===== config.mk =====
export PLATFORM = sky130hd
export DESIGN_NAME = flash_read_prefetch
export DESIGN_NICKNAME = d
export VERILOG_FILES = /design/src/rtl/fpf_pkg.sv /design/src/rtl/fpf_ctrl.sv /design/src/rtl/fpf_datapath.sv /design/src/rtl/flash_read_prefetch.sv
export SDC_FILE = /design/constraint.sdc
export NUM_CORES = 1
export LEC_CHECK = 0
export BUFFER_PORTS_ARGS = -buffer_cell sky130_fd_sc_hd__buf_4
export CAP_MARGIN = 20
export CORE_MARGIN = 2
export CORE_UTILIZATION = 57
export DETAILED_ROUTE_END_ITERATION = 10
export PLACE_DENSITY_LB_ADDON = 0.2
export SLEW_MARGIN = 0
export SYNTH_ARGS = -nofsm -noshare
export SYNTH_HDL_FRONTEND = slang
export SYNTH_HIERARCHICAL = 1
export SYNTH_SLANG_ARGS = --single-unit
export TNS_END_PERCENT = 20

===== constraint.sdc =====
create_clock -name clk -period 3.4 [get_ports clk]
set_input_delay 0.34 -clock clk [delete_from_list [all_inputs] [get_ports clk]]
set_output_delay 0.34 -clock clk [all_outputs]
set_load 0.02 [all_outputs]

===== src/rtl/fpf_pkg.sv =====
package fpf_pkg;

  typedef enum logic [1:0] {
    SRC_CUR = 2'd0,
    SRC_NXT = 2'd1,
    SRC_ARR = 2'd2
  } srcSel_e;

  typedef struct packed {
    logic    loadCurArr;
    logic    loadCurNxt;
    logic    loadNxtArr;
    srcSel_e sel;
    logic    half;
  } dpStrobe_t;

endpackage


===== src/rtl/fpf_ctrl.sv =====
module fpf_ctrl
  import fpf_pkg::*;
#(
  parameter int ADDR_W  = 16,
  parameter int NWAIT_W = 3
) (
  input  logic                clk,
  input  logic                rstN,
  input  logic                cfgPipeEn,
  input  logic                cfgOverride,
  input  logic                cfgPipeWait,
  input  logic [NWAIT_W-1:0]  cfgNormWait,
  input  logic                cpuReq,
  input  logic [ADDR_W-1:0]   cpuAddr,
  output logic                cpuReady,
  output logic                arrRd,
  output logic [ADDR_W-2:0]   arrAddr,
  output dpStrobe_t           strobe
);
  localparam int LINE_W = ADDR_W - 1;

  logic               pipeOnQ;
  logic               curValid, nxtValid, engActive;
  logic [LINE_W-1:0]  curLine, nxtLine, engLine;
  logic [NWAIT_W-1:0] engCnt;

  logic               pipeOn, modeChg, accept;
  logic [LINE_W-1:0]  reqLine;
  logic               reqHalf;
  logic               engDone, hitCur, hitNxt, hitEng, pending, miss;
  logic [NWAIT_W-1:0] startCnt;

  always_comb begin
    pipeOn   = cfgPipeEn & ~cfgOverride;
    modeChg  = pipeOn != pipeOnQ;
    accept   = cpuReq & ~modeChg;
    reqLine  = cpuAddr[ADDR_W-1:1];
    reqHalf  = cpuAddr[0];
    engDone  = engActive && (engCnt == '0);
    hitCur   = pipeOnQ && curValid && (reqLine == curLine);
    hitNxt   = pipeOnQ && nxtValid && (reqLine == nxtLine);
    hitEng   = engDone && (reqLine == engLine);
    pending  = engActive && (engCnt != '0) && (reqLine == engLine);
    miss     = accept && !(hitCur || hitNxt || hitEng || pending);
    startCnt = pipeOnQ ? NWAIT_W'(cfgPipeWait) : cfgNormWait;
  end

  assign cpuReady = accept && (hitCur || hitNxt || hitEng);
  assign arrRd    = engActive;
  assign arrAddr  = engLine;

  always_comb begin
    strobe.loadCurArr = accept && hitEng && pipeOnQ;
    strobe.loadCurNxt = accept && hitNxt;
    strobe.loadNxtArr = engDone && pipeOnQ && !modeChg && !(accept && hitEng);
    strobe.half       = reqHalf;
    if (hitEng)      strobe.sel = SRC_ARR;
    else if (hitNxt) strobe.sel = SRC_NXT;
    else             strobe.sel = SRC_CUR;
  end

  always_ff @(posedge clk) begin
    if (!rstN) begin
      pipeOnQ   <= 1'b0;
      curValid  <= 1'b0;
      nxtValid  <= 1'b0;
      engActive <= 1'b0;
      curLine   <= '0;
      nxtLine   <= '0;
      engLine   <= '0;
      engCnt    <= '0;
    end else if (modeChg) begin
      pipeOnQ   <= pipeOn;
      curValid  <= 1'b0;
      nxtValid  <= 1'b0;
      engActive <= 1'b0;
    end else begin
      if (engActive && engCnt != '0) engCnt <= engCnt - 1'b1;
      if (engDone) begin
        if (accept && hitEng) begin
          if (pipeOnQ) begin
            curValid <= 1'b1;
            curLine  <= engLine;
            engLine  <= engLine + LINE_W'(1);
            engCnt   <= startCnt;
          end else begin
            engActive <= 1'b0;
          end
        end else begin
          engActive <= 1'b0;
          if (pipeOnQ) begin
            nxtValid <= 1'b1;
            nxtLine  <= engLine;
          end
        end
      end
      if (accept && hitNxt) begin
        curValid  <= 1'b1;
        curLine   <= nxtLine;
        nxtValid  <= 1'b0;
        engActive <= 1'b1;
        engLine   <= nxtLine + LINE_W'(1);
        engCnt    <= startCnt;
      end
      if (miss) begin
        curValid  <= 1'b0;
        nxtValid  <= 1'b0;
        engActive <= 1'b1;
        engLine   <= reqLine;
        engCnt    <= startCnt;
      end
    end
  end


  normal_ready_arr_chk: assert property (@(posedge clk) disable iff (!rstN)
    (cpuReady && !pipeOnQ) |-> arrRd);


  normal_nobuf_chk: assert property (@(posedge clk) disable iff (!rstN)
    !pipeOnQ |-> (!curValid && !nxtValid));


  mode_flush_chk: assert property (@(posedge clk) disable iff (!rstN)
    modeChg |=> !arrRd);


  ready_req_chk: assert property (@(posedge clk) disable iff (!rstN)
    cpuReady |-> cpuReq);


  prefetch_issue_chk: assert property (@(posedge clk) disable iff (!rstN)
    (cpuReady && pipeOnQ && arrRd && engCnt == '0 && cpuAddr[ADDR_W-1:1] == arrAddr)
      |=> (arrRd && arrAddr == $past(arrAddr) + LINE_W'(1)));

endmodule


===== src/rtl/fpf_datapath.sv =====
module fpf_datapath
  import fpf_pkg::*;
#(
  parameter int HALF_W = 32
) (
  input  logic                clk,
  input  logic                rstN,
  input  dpStrobe_t           strobe,
  input  logic [2*HALF_W-1:0] arrData,
  output logic [HALF_W-1:0]   cpuData
);
  localparam int WORD_W = 2 * HALF_W;

  logic [WORD_W-1:0] curData, nxtData, srcWord;

  always_ff @(posedge clk) begin
    if (!rstN) begin
      curData <= '0;
      nxtData <= '0;
    end else begin
      if (strobe.loadCurArr)      curData <= arrData;
      else if (strobe.loadCurNxt) curData <= nxtData;
      if (strobe.loadNxtArr)      nxtData <= arrData;
    end
  end

  always_comb begin
    case (strobe.sel)
      SRC_ARR: srcWord = arrData;
      SRC_NXT: srcWord = nxtData;
      default: srcWord = curData;
    endcase
    cpuData = strobe.half ? srcWord[WORD_W-1:HALF_W] : srcWord[HALF_W-1:0];
  end


  cur_load_chk: assert property (@(posedge clk) disable iff (!rstN)
    $onehot0({strobe.loadCurArr, strobe.loadCurNxt}));

endmodule


===== src/rtl/flash_read_prefetch.sv =====
module flash_read_prefetch
  import fpf_pkg::*;
#(
  parameter int ADDR_W  = 16,
  parameter int NWAIT_W = 3,
  parameter int HALF_W  = 32
) (
  input  logic                clk,
  input  logic                rstN,
  input  logic                cfgPipeEn,
  input  logic                cfgOverride,
  input  logic                cfgPipeWait,
  input  logic [NWAIT_W-1:0]  cfgNormWait,
  input  logic                cpuReq,
  input  logic [ADDR_W-1:0]   cpuAddr,
  output logic                cpuReady,
  output logic [HALF_W-1:0]   cpuData,
  output logic                arrRd,
  output logic [ADDR_W-2:0]   arrAddr,
  input  logic [2*HALF_W-1:0] arrData
);
  dpStrobe_t strobe;

  fpf_ctrl #(.ADDR_W(ADDR_W), .NWAIT_W(NWAIT_W)) u_ctrl (
    .clk(clk), .rstN(rstN),
    .cfgPipeEn(cfgPipeEn), .cfgOverride(cfgOverride),
    .cfgPipeWait(cfgPipeWait), .cfgNormWait(cfgNormWait),
    .cpuReq(cpuReq), .cpuAddr(cpuAddr), .cpuReady(cpuReady),
    .arrRd(arrRd), .arrAddr(arrAddr), .strobe(strobe)
  );

  fpf_datapath #(.HALF_W(HALF_W)) u_dp (
    .clk(clk), .rstN(rstN), .strobe(strobe),
    .arrData(arrData), .cpuData(cpuData)
  );

endmodule


==> run metrics, run 1 <==
status complete, no violations; CP max FO 32; Synth top area share 0.344; CP arrival slightly above 3 ns; Final HPWL DP approximately 19,000 microns; Final WS setup between 0.01 and 0.015 ns; vias in the first global route 8,918; total clock sinks 180; minimum clock period roughly 3.4 ns; Post-synth EDFFs 0; initial antenna violation count 0; synthesized instance count 1,178; area leader, netlist dfxtp_1; Hold Crit Class primary input to flip-flop; Post-Place Setup Slack ~0.092 ns; WP data required 3.06 ns; CTS Hold Buffers Added 0; net count after synthesis between 1,000 and 1,500; critical path endpoint category primary output; Mapped Area around 10,000 sq um; skew final roughly 0.011 ns; global-route wire length before repair 47,500 microns; period utilisation layout 0.996; share of the yosys chip area belonging to registers 0.344; Total Power 4.65 mW; max frequency 0.295 GHz; syn avg cell area 8.88 sq um; # DRC 0; Final Hold Viols 0; max cap viols 0; Placed Area 11,700 sq um; design area approximately 13,000 sq um; Sequential Area roughly 3600 sq um; die height between 100 and 150 microns; flop2flop setup slack around 0.28 ns; antenna viol nets, final 0; Final Util 0.716; gr usage total 0.302; FF+latch count, synth 180; initial DRC count ~1,000; largest net degree at the start of global routing 129; Async S/R FF share, synth 0; P_leak about 4.6 nW; Root Buffer clkbuf_16; Fillers 1,365; cell area power density 362 nW/um^2; detailed-route vias per instance ~6.4; Reg2Reg Depth 15; Multi-input gate area about 6600 sq um; TritonRoute pass-1 iters 5; wire length per cell ~21 microns; Layout area overhead 22.9%; Distinct cells, synth between 70 and 80; via count around 9,700; clock slew at reported path FFs roughly 0.08 ns; fin nets 1,381; Slew @ Worst Pin ~0.76 ns; chip width approximately 140 microns; top-count cell post-synth dfxtp_1; Inserted Diodes 0; core outline area around 18,000 sq um; CTS buffer count 17; CTS max path bufs 2; # setup viols final 0; hold path depth 3; Clock Latency Late Sink about 0.44 ns; path type of the worst setup path flip-flop to primary output; I/O Pins between 100 and 150; floorplan row count 49; worst vdd ir 391 uV; gpl congestion 1.02; share of layout cells above drive strength 1 0.253; Remaining Overflow, GRT 0; leading post-synthesis cells by instance count dfxtp_1 (180), mux2i_1 (158), nand2_1 (106); Max Slew Vio Count 0; Die Area around 20,000 sq um; Synth warnings 6; Post-Route WL ~32,000 microns; Synth area leaders dfxtp_1 (34%), mux2i_1 (15%), a221oi_1 (4.4%), and2_1 (4.1%), nor2b_1 (3.9%); Initial Util 0.583; max_slew headroom 0.492; RSZ-0062 raised after global routing true; main flop type after synthesis dfxtp_1; # H-tree levels 4; crit start category flip-flop; count of input and output buffers approximately 140; CTS tree yes
[final cells by class]
class | instances | share of cell area
Tap cell | 229 | 0.0223
Timing Repair Buffer | 201 | 0.136
Clock buffer | 20 | 0.0347
Clock inverter | 12 | 0.00953
Sequential cell | 180 | 0.281
Multi-Input combinational cell | 876 | 0.512
Inverter | 12 | 0.00379
[what timing repair did]
action                                 in CTS  in global routing
endpoints found under the hold margin       0                  0
pin swaps                                  14                 24
setup buffers                              10                  2
gates cloned                                2                  4
gates resized for setup                    34                 49
setup endpoints to repair                  32                102
[power by group]
group          internal, mW  total (mW)  switching (mW)
logic                 0.243       0.547           0.303
clock network          1.04        1.96           0.911
registers              2.13        2.15          0.0203
total                  3.41        4.65            1.23
[flip-flops by register name, summed over array words and instances (netlist names)]
register         flops
u_ctrl/arrRd         1
u_ctrl/engCnt        3
u_dp/curData        64
u_ctrl/curLine      15
u_ctrl/arrAddr      15
u_ctrl/nxtValid      1
u_ctrl/pipeOnQ       1
u_ctrl/nxtLine      15
u_dp/nxtData        64
u_ctrl/curValid      1
[final timing paths]
kind / startpoint / endpoint
max: u_ctrl/nxtLine[5] / cpuData[0]
min: arrData[15] / u_dp/nxtData[15]
max reg2reg: u_ctrl/arrAddr[8] / u_dp/curData[34]
min reg2reg: u_ctrl/curLine[6] / u_ctrl/curLine[6]
[worst max-delay path, stage by stage, from the launching register on]
cell and delay (ns):
dfxtp_2 0.37, xor2_1 0.22, nor4_1 0.31, nand4_2 0.17, nor2_2 0.18, ha_2 0.45, buf_12 0.30, a221oi_2 0.09
nor3_2 0.29, buf_4 0.20
[per-layer routing]
| metal | part of all wire | up-vias | track usage |
|---|---|---|---|
| met3 | 0.081 | 85 | 0.0650 |
| li1 | - | 4508 | - |
| met5 | 0 | - | 0 |
| met2 | 0.45 | 533 | 0.471 |
| met1 | 0.44 | 4620 | 0.416 |
| met4 | 0.029 | 0 | 0.101 |
[cells by family (layout without fill, tap and decap cells)]
group,Yosys count,in the layout,share of synthesized area
AOI/OAI and AO/OA,252,252,0.176
adders and majority gates,4,4,0.00478
xor gates and xnor gates,55,55,0.0489
and+or+nand+nor,405,406,0.207
buffers and inverters,123,245,0.0662
muxes,159,159,0.152
DFF,180,180,0.344
[through the flow]
step / cells / hold WS, ns / TNS [ns]
2_1_floorplan: 1178 / 0.444 / 0
6_report: 1530 / 0.175 / 0
3_3_place_gp: 1482 / 0.461 / 0
4_1_cts: 1526 / 0.164 / 0
3_5_place_dp: 1482 / 0.481 / 0
5_1_grt: 1530 / 0.167 / -3.30
[layout by cell type (no fill, tap or decap), types with 4 or more instances in the layout]
master	Yosys	routed
buf_4	24	182
dfxtp_1	180	169
mux2i_1	158	158
nand2_1	106	106
o21ai_0	73	73
and2_1	69	69
nor2b_1	65	65
nor2_1	50	48
o22ai_1	34	34
nor3_1	41	32
a221oi_2	11	31
a221oi_1	53	27
xnor2_1	31	24
clkbuf_16	0	21
xor2_1	20	20
a211oi_1	18	18
nand3_1	14	14
a21oi_1	15	14
nand4_1	12	12
buf_12	0	11
nor4_1	13	11
xnor2_2	4	10
dfxtp_2	0	10
nor3_2	0	9
inv_1	9	8
a221oi_4	0	6
and3_1	5	5
o32ai_1	5	5
clkinvlp_4	0	4
o21ai_1	4	4
Note: power is estimated with default switching activity, not from simulation.
==> run 2: changes to the inputs <==
--- a/config.mk
+++ b/config.mk
@@ -7,8 +7,10 @@
 export LEC_CHECK = 0
 export BUFFER_PORTS_ARGS = -buffer_cell sky130_fd_sc_hd__buf_4
 export CAP_MARGIN = 20
+export CELL_PAD_IN_SITES_DETAIL_PLACEMENT = 1
+export CELL_PAD_IN_SITES_GLOBAL_PLACEMENT = 1
 export CORE_MARGIN = 2
-export CORE_UTILIZATION = 57
+export CORE_UTILIZATION = 45
 export DETAILED_ROUTE_END_ITERATION = 10
 export PLACE_DENSITY_LB_ADDON = 0.2
 export SLEW_MARGIN = 0
==> run 2 against run 1 <==
  * Hold slack improved by 0.011 ns
  * Critical path depth grew 2
  * Utilization down 13 points
  * Sequential power hardly changed
==> run metrics, run 2 (synthesized netlist as in run 1, its figures left out) <==
Slew @ Worst Pin 0.784 ns (was 0.756 ns); met3 Use GR 0.0418 (was 0.0650); gpl congestion 0.954 (was 1.02); cell area power density 356 nW/um^2 (was 362 nW/um^2); Final Hold Viols 0 (unchanged); initial antenna violation count 0 (unchanged); GR met1 Demand/Resource 0.383 (was 0.416); core outline area 22,700 sq um (was 18,000 sq um); most frequent cells in the layout buf_4 (187), dfxtp_1 (171), mux2i_1 (158), nand2_1 (105), o21ai_0 (73) (was buf_4 (182), dfxtp_1 (169), mux2i_1 (158), nand2_1 (106), o21ai_0 (73)); fin nets 1,389 (was 1,381); worst vdd ir 317 uV (was 391 uV); design area 13,400 sq um (was 12,900 sq um); critical path endpoint category primary output (unchanged); share of layout cells above drive strength 1 0.284 (was 0.253); I/O Pins 138 (unchanged); Clk network pwr share 0.428 (was 0.421); floorplan row count 55 (was 49); global-route wire length before repair 55,100 microns (was 47,500 microns); Clock Latency Late Sink 0.44 ns (about the same); max frequency 0.295 GHz (about the same); Post-Place Setup Slack 0.00329 ns (was 0.0924 ns); Final HPWL DP 22,500 microns (was 18,900 microns); wire length per cell 22.8 microns (was 20.7 microns); Final WS setup 0.00608 ns (was 0.0133 ns); setup total negative slack 0 ns (unchanged); max_slew headroom 0.477 (was 0.492); antenna viol nets, final 0 (unchanged); period utilisation layout 0.998 (was 0.996); initial DRC count 696 (was 981); count of input and output buffers 137 (unchanged); # DRC 0 (unchanged); CP arrival 3.05 ns (about the same); P_sw 1.27 mW (was 1.23 mW); most common cell after layout, fill and taps aside buf_4 (unchanged); minimum clock period 3.39 ns (about the same); flop2flop setup slack 0.51 ns (was 0.28 ns); Initial Util 0.461 (was 0.583); detailed-route vias per instance 6.14 (was 6.37); WP data required 3.06 ns (about the same); Layout area overhead 27.6% (was 22.9%); gr usage total 0.284 (was 0.302); CTS Hold Buffers Added 0 (unchanged); path type of the worst setup path flip-flop to primary output (unchanged); CP max FO 8 (was 32); largest registers u_dp/curData: 64 flops, u_dp/nxtData: 64 flops (unchanged); sequential share of power 0.452 (was 0.462); status complete, no violations (unchanged); CTS tree yes (unchanged); die height 156 microns (was 140 microns); Max Slew Vio Count 0 (unchanged); Root Buffer clkbuf_16 (unchanged); # setup viols final 0 (unchanged); P_leak 4.84 nW (was 4.65 nW); crit start category flip-flop (unchanged); Internal Power 3.49 mW (was 3.41 mW); RSZ-0062 raised after global routing true (unchanged); Placed Area 11,900 sq um (was 11,700 sq um); Comb pwr share 0.121 (was 0.118); CTS max path bufs 2 (unchanged); Inserted Diodes 0 (unchanged); Die Area 24,500 sq um (was 19,500 sq um); clock slew at reported path FFs 0.07 ns (was 0.08 ns); Most Crowded Layer GR met2 (unchanged); Final Util 0.588 (was 0.716); Post-Route WL 36,300 microns (was 31,600 microns); total clock sinks 180 (unchanged); vias in the first global route 9,848 (was 8,918); global routing usage on met2 0.467 (was 0.471); sw frac 0.266 (about the same); max cap viols 0 (unchanged); via count 9,787 (was 9,746); Fin Hold WS 0.186 ns (was 0.175 ns); chip width 156 microns (was 140 microns); skew final 0.0164 ns (was 0.0113 ns); Remaining Overflow, GRT 0 (unchanged); # H-tree levels 4 (unchanged); TritonRoute pass-1 iters 5 (unchanged); largest net degree at the start of global routing 129 (unchanged); Hold Crit Class primary input to flip-flop (unchanged); CTS buffer count 17 (unchanged)
run 2: cell count changes in the layout (fill, tap and decap cells not counted), moves of 2 or more:
cell,delta
a221oi_4,+7
buf_4,+5
nor3_2,+5
nor3_1,-5
inv_8,-2
a221oi_2,+20
clkbuf_16,-3
dfxtp_2,-2
clkbuf_1,-2
a221oi_1,-27
dfxtp_1,+2
buf_6,+2
buf_12,+6
run 2: layout make-up:
type	instances	area [sq um]
Sequential cell	180	3620
Clock buffer	18	439
Timing Repair Buffer	210	1840
Clock inverter	13	151
Fill cell	2541	9360
Tap cell	285	357
Multi-Input combinational cell	875	6900
Inverter	12	50.0
run 2: worst paths after layout:
kind	from	to	cells after the start
worst max-delay path	u_ctrl/nxtLine[1]	cpuData[22]	11
worst min-delay path	arrData[6]	u_dp/nxtData[6]	3
worst max register to register	u_ctrl/nxtLine[1]	u_dp/curData[12]	10
worst min register to register	u_ctrl/curLine[6]	u_ctrl/curLine[6]	2
run 2: worst max-delay path, stage by stage (launching register included):
cell      delay (ns)
dfxtp_1         0.34
xor2_2          0.22
nor4_2          0.34
nand4_2         0.21
nor2_4          0.20
inv_2           0.06
ha_4            0.24
or2_4           0.32
buf_12          0.18
a221oi_4        0.22
nor3_2          0.10
buf_4           0.17
run 2: stage by stage:
| stage | cells | total power [mW] |
|---|---|---|
| 4_1_cts | 1591 | 4.74 |
| 3_3_place_gp | 1555 | 2.71 |
| 6_report | 1593 | 4.76 |
| 3_5_place_dp | 1555 | 2.71 |
| 5_1_grt | 1593 | 4.91 |
| 2_1_floorplan | 1178 | 2.45 |
run 2: timing repair:
| action | 4_1_cts | 5_1_grt |
|---|---|---|
| resized for setup | 35 | 93 |
| setup buffers | 5 | 1 |
| hold endpoints to repair | 0 | 0 |
| endpoints found under the setup margin | 32 | 32 |
| pin swaps | 15 | 23 |
| cloned | 1 | 1 |
run 2: power by group through the flow:
stage / registers [mW] / logic (mW) / clock network, mW
3_5_place_dp: 2.19 / 0.520 / 0
3_3_place_gp: 2.19 / 0.514 / 0
5_1_grt: 2.15 / 0.607 / 2.15
2_1_floorplan: 2.21 / 0.241 / 0
4_1_cts: 2.15 / 0.534 / 2.06
6_report: 2.15 / 0.575 / 2.03
run 2: routing by layer:
metal,part of all wire,vias up
met1,0.44,4859
met5,0,-
met3,0.052,63
met4,0.022,0
li1,-,4522
met2,0.48,343
==> run 3: changes to the inputs <==
--- a/config.mk
+++ b/config.mk
@@ -5,12 +5,13 @@
 export SDC_FILE = /design/constraint.sdc
 export NUM_CORES = 1
 export LEC_CHECK = 0
+export ABC_AREA = 1
 export BUFFER_PORTS_ARGS = -buffer_cell sky130_fd_sc_hd__buf_4
 export CAP_MARGIN = 20
 export CELL_PAD_IN_SITES_DETAIL_PLACEMENT = 1
 export CELL_PAD_IN_SITES_GLOBAL_PLACEMENT = 1
 export CORE_MARGIN = 2
-export CORE_UTILIZATION = 45
+export CORE_UTILIZATION = 41
 export DETAILED_ROUTE_END_ITERATION = 10
 export PLACE_DENSITY_LB_ADDON = 0.2
 export SLEW_MARGIN = 0
==> run 3 against run 2 <==
  * Count of clock-buffer cells in the layout is 2 higher
  * First-iteration DRC count increased by 9.6%
  * Final area shrank 3.6%
  * Hold slack worse by 0.097 ns
  * Power rose by 0.84%
  * Global-route usage down 0.18 points
  * Critical path depth is 3 higher
  * Register-to-register slack improved by 0.13 ns
  * Sequential power is essentially flat
  * Via count is 25% higher
==> run metrics, run 3 <==
detailed-route vias per instance 5.50 (was 6.14); Hold Crit Class primary input to flip-flop (unchanged); # DRC 0 (unchanged); Async S/R FF share, synth 0 (unchanged); max frequency 0.304 GHz (was 0.295 GHz); Synth warnings 6 (unchanged); most common cell after layout, fill and taps aside nand2_1 (was buf_4); Worst R2R Start u_ctrl/nxtLine[11] (was u_ctrl/nxtLine[1]); Crit path largest cell delay 0.44 ns (was 0.34 ns); max_slew headroom 0.387 (was 0.477); WP data required 3.06 ns (about the same); largest registers u_dp/curData: 64 flops, u_dp/nxtData: 64 flops (unchanged); WP buf/inv 5 (was 3); Total Power 4.80 mW (was 4.76 mW); CP max FO 19 (was 8); Max Slew Vio Count 0 (unchanged); top-count cell post-synth nand2_1 (was dfxtp_1); worst vdd ir 308 uV (was 317 uV); FF+latch count, synth 180 (unchanged); Fin Hold WS 0.0887 ns (was 0.186 ns); fin nets 1,969 (was 1,389); antenna viol nets, final 0 (unchanged); I/O Pins 138 (unchanged); gpl congestion 0.941 (was 0.954); CTS max path bufs 2 (unchanged); minimum clock period 3.29 ns (was 3.39 ns); WHS Endpoint u_ctrl/pipeOnQ (was u_dp/nxtData[6]); initial antenna violation count 0 (unchanged); Distinct cells, synth 35 (was 75); global-route wire length before repair 64,000 microns (was 55,100 microns); skew final 0.0180 ns (was 0.0164 ns); Final HPWL DP 25,900 microns (was 22,500 microns); Worst R2R End u_ctrl/arrAddr[14] (was u_dp/curData[12]); clock slew at reported path FFs 0.07 ns (about the same); critical path endpoint category primary output (unchanged); CTS Hold Buffers Added 0 (unchanged); setup total negative slack 0 ns (unchanged); floorplan row count 59 (was 55); total clock sinks 180 (unchanged); core outline area 26,100 sq um (was 22,700 sq um); # H-tree levels 4 (unchanged); # setup viols final 0 (unchanged); Layout area overhead 18.2% (was 27.6%); syn avg cell area 6.10 sq um (was 8.88 sq um); P_leak 6.02 nW (was 4.84 nW); flop2flop setup slack 0.64 ns (was 0.51 ns); vias in the first global route 12,300 (was 9,848); Final Util 0.494 (was 0.588); Clock Latency Late Sink 0.45 ns (was 0.44 ns); Placed Area 12,100 sq um (was 11,900 sq um); Slew @ Worst Pin 0.919 ns (was 0.784 ns); Mapped Area 10,900 sq um (was 10,500 sq um); area leader, netlist dfxtp_1 (unchanged); largest net degree at the start of global routing 130 (was 129); CTS tree yes (unchanged); share of the yosys chip area belonging to registers 0.331 (was 0.344); period utilisation layout 0.968 (was 0.998); crit start category flip-flop (unchanged); Remaining Overflow, GRT 0 (unchanged); CP arrival 2.95 ns (was 3.05 ns); CP top delay family simple AND/OR/NAND/NOR gates (unchanged); leading post-synthesis cells by instance count nand2_1 (552), a21oi_1 (234), inv_1 (201) (was dfxtp_1 (180), mux2i_1 (158), nand2_1 (106)); gr usage total 0.283 (was 0.284); CTS buffer count 17 (unchanged); max cap viols 0 (unchanged); synthesized instance count 1,785 (was 1,178); count of input and output buffers 137 (unchanged); initial DRC count 763 (was 696); chip width 167 microns (was 156 microns); wire length per cell 18.4 microns (was 22.8 microns); Inserted Diodes 0 (unchanged); design area 12,900 sq um (was 13,400 sq um); Post-Route WL 41,000 microns (was 36,300 microns); cell area power density 372 nW/um^2 (was 356 nW/um^2); Final Hold Viols 0 (unchanged); most used cell, CP nand2_1; CP Cell Sequence xnor2_1 > nand2_1 > nor4_4 > nand3_2 > nand3_1 > inv_1 > inv_1 > ha_4 > clkinv_4 > clkbuf_16 > nand3_1 > nand2_1 > nand2_1 > buf_4 (was xor2_2 > nor4_2 > nand4_2 > nor2_4 > inv_2 > ha_4 > or2_4 > buf_12 > a221oi_4 > nor3_2 > buf_4); net count after synthesis 1,878 (was 1,271); Post-synth EDFFs 0 (unchanged); slowest stage cell, crit path dfxtp_1 (unchanged); TritonRoute pass-1 iters 5 (unchanged); Synth top area share 0.331 (was 0.344); path type of the worst setup path flip-flop to primary output (unchanged); Synth area leaders dfxtp_1 (33%), nand2_1 (19%), a21oi_1 (11%), inv_1 (6.9%), nand3_1 (4.1%) (was dfxtp_1 (34%), mux2i_1 (15%), a221oi_1 (4.4%), and2_1 (4.1%), nor2b_1 (3.9%)); hold path depth 2 (was 3); HP Start cfgOverride (was arrData[6]); Initial Util 0.418 (was 0.461); status complete, no violations (unchanged); via count 12,200 (was 9,787); Die Area 27,900 sq um (was 24,500 sq um); share of layout cells above drive strength 1 0.148 (was 0.284); Root Buffer clkbuf_16 (unchanged); main flop type after synthesis dfxtp_1 (unchanged); Crit path depth 14 (was 11); most frequent cells in the layout nand2_1 (552), a21oi_1 (234), inv_1 (199), buf_4 (169), dfxtp_1 (169) (was buf_4 (187), dfxtp_1 (171), mux2i_1 (158), nand2_1 (105), o21ai_0 (73)); Reg2Reg Depth 19 (was 10); die height 167 microns (was 156 microns)
## run 3: changes by cell type after synthesis, sizes merged, moves of 32 or more
cell	change
nand2	+452
a21oi	+222
inv	+206
mux2i	-158
nor2	+78
nand3	+77
and2	-69
nor2b	-65
a221oi	-64
o21ai	+44
nor3	+32
## run 3: power by group
part | internal [mW] | switching (mW)
logic | 0.202 | 0.355
clock network | 1.12 | 0.955
registers | 2.13 | 0.0304
total | 3.45 | 1.34
## run 3: routing by layer
metal | vias up | global-route usage | share of wire
li1 | 5873 | - | -
met1 | 5891 | 0.378 | 0.45
met2 | 395 | 0.472 | 0.47
met3 | 59 | 0.0440 | 0.065
met4 | 0 | 0.0813 | 0.019
met5 | - | 0 | 0
## run 3: cell families after synthesis
family / Yosys count / synth area share
buffers and inverters: 330 / 0.137
DFF: 180 / 0.331
adders and majority gates: 4 / 0.00459
and+or+nand+nor: 888 / 0.344
xor gates and xnor gates: 13 / 0.0105
AOI/OAI and AO/OA: 370 / 0.174
## run 3: cell type report
cell class                      count  area, sq um
Clock buffer                       20          447
Clock inverter                     11          141
Fill cell                        3591        13200
Inverter                          219          832
Multi-Input combinational cell   1275         5850
Sequential cell                   180         3620
Tap cell                          335          419
Timing Repair Buffer              183         1570
## run 3: what timing repair did
action,CTS,global route
pin swaps,0,2
endpoints found under the hold margin,0,0
gates resized for setup,4,17
gates cloned,0,4
setup buffers,0,3
endpoints found under the setup margin,32,32
## run 3: how the worst max path moves through the flow
stage | slack [ns] | from | endpoint
after floorplan | 0.77 | u_ctrl/arrAddr[7] | cpuData[13]
after global placement | 0.13 | cpuAddr[6] | cpuData[19]
after detailed placement | 0.15 | cpuAddr[6] | cpuData[19]
after CTS | 0.02 | u_ctrl/nxtLine[11] | cpuData[29]
after global routing | -0.01 | u_ctrl/arrAddr[14] | cpuData[0]
final | 0.11 | u_ctrl/arrAddr[14] | cpuData[2]
## run 3: per-stage QoR
stage,setup slack [ns],std cells
after floorplan,0.772,1785
after detailed placement,0.151,2185
final,0.108,2223
after CTS,0.0184,2216
after global placement,0.134,2185
after global routing,-0.0110,2223
